## src/rtl/irq_vec_pkg.sv

```systemverilog
package irq_vec_pkg;
  localparam int unsigned CFG_W      = 2;
  localparam int unsigned CFG_SEL    = 0;  // table select
  localparam int unsigned CFG_UNLOCK = 1;  // change enable

  function automatic int unsigned idx_width(int unsigned n);
    return (n > 1) ? $clog2(n) : 1;
  endfunction
endpackage

```

## src/rtl/irq_prio_arb.sv

```systemverilog
module irq_prio_arb #(
  parameter int unsigned NUM_SRC = 8,
  localparam int unsigned IDX_W  = irq_vec_pkg::idx_width(NUM_SRC)
) (
  input  logic [NUM_SRC-1:0] req_i,
  output logic [NUM_SRC-1:0] grant_o,
  output logic [IDX_W-1:0]   idx_o,
  output logic               any_o
);
  logic [NUM_SRC-1:0] blocked;

  assign blocked[0] = 1'b0;
  assign grant_o[0] = req_i[0];
  for (genvar i = 1; i < NUM_SRC; i++) begin : g_chain
    assign blocked[i] = blocked[i-1] | req_i[i-1];
    assign grant_o[i] = req_i[i] & ~blocked[i];
  end

  assign any_o = |req_i;

  always_comb begin
    idx_o = '0;
    for (int unsigned i = 0; i < NUM_SRC; i++)
      if (grant_o[i]) idx_o = IDX_W'(i);
  end

  always_comb begin
    a_grant_onehot_r2: assert ($onehot0(grant_o));
  end
endmodule

```

## src/rtl/irq_vec_guard.sv

```systemverilog
module irq_vec_guard
  import irq_vec_pkg::*;
#(
  parameter int unsigned GUARD_CYCLES = 4,
  localparam int unsigned CNT_W       = $clog2(GUARD_CYCLES + 1)
) (
  input  logic             clk_i,
  input  logic             rst_ni,
  input  logic             we_i,
  input  logic [CFG_W-1:0] wdata_i,
  output logic             sel_o
);
  logic [CNT_W-1:0] win_cnt_q;
  logic             win_open;

  assign win_open = (win_cnt_q != '0);

  always_ff @(posedge clk_i or negedge rst_ni) begin
    if (!rst_ni) begin
      win_cnt_q <= '0;
      sel_o     <= 1'b0;
    end else if (we_i && wdata_i[CFG_UNLOCK]) begin
      win_cnt_q <= CNT_W'(GUARD_CYCLES);
    end else if (we_i && win_open) begin
      sel_o     <= wdata_i[CFG_SEL];
      win_cnt_q <= '0;
    end else if (win_open) begin
      win_cnt_q <= win_cnt_q - 1'b1;
    end
  end

  p_sel_guard_r8: assert property (@(posedge clk_i) disable iff (!rst_ni)
    !$stable(sel_o) |-> $past(win_open && we_i && !wdata_i[CFG_UNLOCK]));

  p_win_bound_r7: assert property (@(posedge clk_i) disable iff (!rst_ni)
    win_cnt_q <= CNT_W'(GUARD_CYCLES));

  p_win_arm_r7: assert property (@(posedge clk_i) disable iff (!rst_ni)
    (we_i && wdata_i[CFG_UNLOCK]) |=> (win_cnt_q == CNT_W'(GUARD_CYCLES)) && $stable(sel_o));
endmodule

```

## src/rtl/irq_vector_ctrl.sv

```systemverilog
module irq_vector_ctrl
  import irq_vec_pkg::*;
#(
  parameter int unsigned NUM_SRC      = 8,
  parameter int unsigned ADDR_W       = 16,
  parameter int unsigned GUARD_CYCLES = 4,
  localparam int unsigned IDX_W       = idx_width(NUM_SRC)
) (
  input  logic                clk_i,
  input  logic                rst_ni,
  input  logic [NUM_SRC-1:0]  req_i,
  input  logic                gie_i,
  input  logic                cfg_we_i,
  input  logic [1:0]          cfg_wdata_i,
  input  logic [ADDR_W-1:0]   boot_base_i,
  output logic [ADDR_W-1:0]   vec_addr_o,
  output logic                vec_valid_o,
  output logic [NUM_SRC-1:0]  ack_o
);
  logic [NUM_SRC-1:0] req_en;
  logic [NUM_SRC-1:0] grant;
  logic [IDX_W-1:0]   win_idx;
  logic               any_req;
  logic               tbl_sel;
  logic [ADDR_W-1:0]  tbl_base;

  // line 0 bypasses the global enable
  assign req_en = req_i & {{(NUM_SRC-1){gie_i}}, 1'b1};

  irq_prio_arb #(.NUM_SRC(NUM_SRC)) u_arb (
    .req_i   (req_en),
    .grant_o (grant),
    .idx_o   (win_idx),
    .any_o   (any_req)
  );

  irq_vec_guard #(.GUARD_CYCLES(GUARD_CYCLES)) u_guard (
    .clk_i   (clk_i),
    .rst_ni  (rst_ni),
    .we_i    (cfg_we_i),
    .wdata_i (cfg_wdata_i),
    .sel_o   (tbl_sel)
  );

  assign tbl_base = tbl_sel ? boot_base_i : '0;

  always_ff @(posedge clk_i or negedge rst_ni) begin
    if (!rst_ni) begin
      vec_addr_o  <= '0;
      vec_valid_o <= 1'b0;
      ack_o       <= '0;
    end else begin
      vec_valid_o <= any_req;
      ack_o       <= grant;
      if (any_req) vec_addr_o <= tbl_base + (ADDR_W'(win_idx) << 1);
    end
  end

  p_ack_onehot_r9: assert property (@(posedge clk_i) disable iff (!rst_ni)
    $onehot0(ack_o));

  p_valid_ack_r9: assert property (@(posedge clk_i) disable iff (!rst_ni)
    vec_valid_o == (ack_o != '0));

  p_reset_first_r2: assert property (@(posedge clk_i) disable iff (!rst_ni)
    req_i[0] |=> ack_o[0]);

  p_mask_r3: assert property (@(posedge clk_i) disable iff (!rst_ni)
    !gie_i |=> (ack_o[NUM_SRC-1:1] == '0));

  p_zero_base_r5: assert property (@(posedge clk_i) disable iff (!rst_ni)
    (!tbl_sel && any_req) |=> (vec_addr_o < ADDR_W'(2 * NUM_SRC)) && !vec_addr_o[0]);
endmodule

```

## config.mk

```make
export PLATFORM = sky130hd
export DESIGN_NAME = irq_vector_ctrl
export DESIGN_NICKNAME = d
export VERILOG_FILES = /design/src/rtl/irq_vec_pkg.sv /design/src/rtl/irq_prio_arb.sv /design/src/rtl/irq_vec_guard.sv /design/src/rtl/irq_vector_ctrl.sv
export SDC_FILE = /design/constraint.sdc
export NUM_CORES = 1
export LEC_CHECK = 0
export BUFFER_PORTS_ARGS = -buffer_cell sky130_fd_sc_hd__buf_2
export CORE_ASPECT_RATIO = 0.7
export CORE_MARGIN = 1
export CORE_UTILIZATION = 40
export DETAILED_ROUTE_END_ITERATION = 7
export GPL_TIMING_DRIVEN = 0
export HOLD_SLACK_MARGIN = 0.12
export PLACE_DENSITY_LB_ADDON = 0.3
export RECOVER_POWER = 50
export REMOVE_ABC_BUFFERS = 1
export SLEW_MARGIN = 30
export SYNTH_ARGS = -nofsm -noshare
export SYNTH_HDL_FRONTEND = slang
export SYNTH_HIERARCHICAL = 1
export SYNTH_SLANG_ARGS = --single-unit
```

## constraint.sdc

```tcl
create_clock -name clk_i -period 2.9 [get_ports clk_i]
set_input_delay 0.58 -clock clk_i [delete_from_list [all_inputs] [get_ports clk_i]]
set_output_delay 0.58 -clock clk_i [all_outputs]
set_load 0.05 [all_outputs]
```

==> flow_metrics.py <==
metrics = {
    "routing": {
        "avgViaCountPerCell": 4.970,
        "routed_wl_um": 3361,
        "drt_iter0_drc": 39,
        "ant_nets": 0,
        "drc": 0,
        "drt_first_pass_iters": 4,
        "routedWlPerCell_um": 12.59,
        "vias": 1327,
    },
    "placement": {
        "place_ws_ps": -220.4,
        "place.gp.congestion": 0.7967,
        "io_buffers": 54,
        "dp_hpwl_um": 2457,
    },
    "critical_path": {
        "required_ps": 3060,
        "startpoint_type": "primary input",
        "crit_slowest_cell": "fa_1",
        "cp-end-kind": "flop",
        "cp_max_fo": 7,
        "critPathKind": "in -> reg",
        "path_common_cell": "and3_1",
        "arrival_ps": 2900,
        "cpPeakStageDelay_ps": 420,
        "path_cells": "buf_2, and2_1, nor4_4, and4b_1, a21o_1, ha_1, fa_1, a21o_4, and3_1, and3_1, o31a_1",
    },
    "clock_tree": {
        "clock-root-buffer": "clkbuf_8",
        "htreeDepth": 2,
        "cts_tree": "done",
        "clock_latency_ps": 270,
        "cts_num_sinks": 29,
        "numCtsBuffers": 5,
        "clk_pin_slew_ps": 60,
        "ctsHoldBuffers": 0,
        "clockBufferDepth": 2,
    },
    "timing": {
        "finalHoldViolCount": 0,
        "period_needed_ps": 2740,
        "layout_setup_ws_ps": 159.8,
        "setup_viol_count_final": 0,
        "skew_ps": 2.563,
        "worstMarginPinSlew_ps": 1527,
        "fin_crit_sh_pct": 94.49,
        "slew_headroom_pct": -1.800,
        "final_max_slew_viol_count": 30,
        "rsz0062_at_grt": "no",
        "fmax_mhz": 364.9,
        "setup_tns_ps": 0,
    },
    "logic_synthesis": {
        "ys_async_sr_fraction_pct": 100.0,
        "synth_commonest_cells": "dfrtp_1 (29), nand2_1 (15), nor2_1 (12)",
        "synth_edf_count": 0,
        "netlist_area_mm2": 0.001623,
        "yosysWarnings": 6,
        "synth_top_area_cell": "dfrtp_1",
        "yosysMostFrequentCell": "dfrtp_1",
        "ys.flop_type": "dfrtp_1",
        "yosys-top-cells-area": "dfrtp_1 (45%), and2_1 (4.2%), ha_1 (3.9%)",
        "synth_cell_type_count": 42,
        "synth.top_cell.area_share_pct": 44.72,
        "yosysSeqAreaShare_pct": 44.72,
        "syn-instance-count": 159,
        "syn_avg_cell_area_um2": 10.21,
        "ys_seq_elements": 29,
    },
    "die": {
        "die-area_mm2": 0.004320,
        "row_count": 18,
        "initial_utilization_pct": 43.94,
        "die_y_um": 55.29,
        "core_mm2": 0.003694,
        "ios": 55,
        "die_w_um": 78.13,
    },
    "grt": {
        "grt_pass1_vias": 1204,
        "track_usage_pct": 16.99,
        "antenna_found_initial": 0,
        "grt_overflow": 0,
        "grt_max_degree": 30,
        "grt_pass1_wl_um": 5664,
    },
    "power": {
        "power.leakage_nw": 0.9907,
        "irDropWorstVdd_v": 0.0006186,
        "power_density_mw_per_mm2": 793.7,
        "power.total_w": 0.001623,
    },
    "status": {
        "violations": "max-capacitance violations, max-slew violations",
        "outcome": "complete, but fails checks",
    },
    "cells_and_area": {
        "num-nets-final": 253,
        "drive_above_1_share_pct": 35.94,
        "area_growth_pct": 25.98,
        "antennaDiodeCount": 0,
    },
    "job": {
        "cap_viol_max_count": 1,
    },
    "min_path": {
        "hold_class": "reg -> reg",
    },
}
## cell type report
type                       count  area, µm²
timing repair buffer          56      279.0
clock buffer                   7      86.33
fill                         356       1649
multi-input combinational    117      860.8
sequential                    29      725.7
inverter                       8      30.03
tap                           50      62.56
## where the power goes
part / internal (W) / switching, W / leakage (nW)
registers: 0.000507 / 0.0000858 / 0.370
clock network: 0.000188 / 0.000136 / 0.0443
logic: 0.000221 / 0.000485 / 0.577
## logic make-up after synthesis
family	Yosys count	share of synthesized area (%)
DFF	29	44.72
adders and majority gates	6	5.089
AOI/OAI and AO/OA	29	13.26
and+or+nand+nor	69	25.67
xor gates and xnor gates	9	4.857
buffers and inverters	13	3.392
muxes	4	3.007
## cells in the final DEF (no fill, tap or decap), types with 4 or more instances in the layout
| cell | synthesis | final |
|---|---|---|
| dfrtp_1 | 29 | 29 |
| nand2_1 | 15 | 15 |
| inv_1 | 8 | 8 |
| and2_1 | 11 | 11 |
| nand4_1 | 6 | 6 |
| xor2_1 | 5 | 5 |
| clkbuf_8 | 0 | 6 |
| o2bb2ai_1 | 4 | 4 |
| xnor2_1 | 4 | 4 |
| buf_2 | 2 | 49 |
| clkbuf_1 | 1 | 6 |
| nor2_1 | 12 | 12 |
| ha_1 | 5 | 5 |
| nand3_1 | 5 | 5 |
| a21oi_1 | 8 | 8 |
## worst paths after layout
kind	from	endpoint	slack [ps]	cells past startpoint
max in group asynchronous	rst_ni	vec_addr_o[2]$_DFFE_PN0P_	1330	1
worst min register to register	vec_addr_o[7]$_DFFE_PN0P_	vec_addr_o[7]$_DFFE_PN0P_	480	1
worst max register to register	u_guard/sel_o$_DFFE_PN0P_	vec_addr_o[15]$_DFFE_PN0P_	470	7
worst max-delay path	gie_i	vec_addr_o[15]$_DFFE_PN0P_	160	11
min in group asynchronous	rst_ni	vec_addr_o[10]$_DFFE_PN0P_	680	1
worst min-delay path	vec_addr_o[7]$_DFFE_PN0P_	vec_addr_o[7]$_DFFE_PN0P_	480	1
## worst max-delay path, delay by kind of cell
kind | cells | cell delay, ps
AOI/OAI and AO/OA | 3 | 640
buffers and inverters | 1 | 120
and+or+nand+nor | 5 | 900
adders and majority gates | 2 | 650
## stage by stage
step           hold slack [ps]  util [%]  cells  instance area (µm²)
3_5_place_dp             474.0     52.27    258                 1931
6_report                 481.8     55.35    267                 2044
4_1_cts                  357.9     54.61    265                 2017
2_1_floorplan            284.4         -    154                 1598
5_1_grt                  503.3     55.35    267                 2044
3_3_place_gp             480.7     52.27    258                 1931
## per-layer routing
metal	vias up	track usage [%]	part of all wire, %
li1	680	-	-
met1	613	23.91	50
met2	28	24.56	43
met3	6	6.116	5.6
met4	0	4.762	0.74
met5	-	0	0
## sequential cells by signal, summed over array words and instances (netlist names)
| name | count |
|---|---|
| u_guard/sel_o | 1 |
| vec_addr_o | 16 |
| ack_o | 8 |
| vec_valid_o | 1 |
| u_guard/win_cnt_q | 3 |
## what timing repair did
| item | CTS | global route |
|---|---|---|
| gates resized for setup | 0 | 3 |
| endpoints found under the setup margin | 0 | 4 |
| buffers inserted | 0 | 2 |
Power figures use the tool's default switching activity.
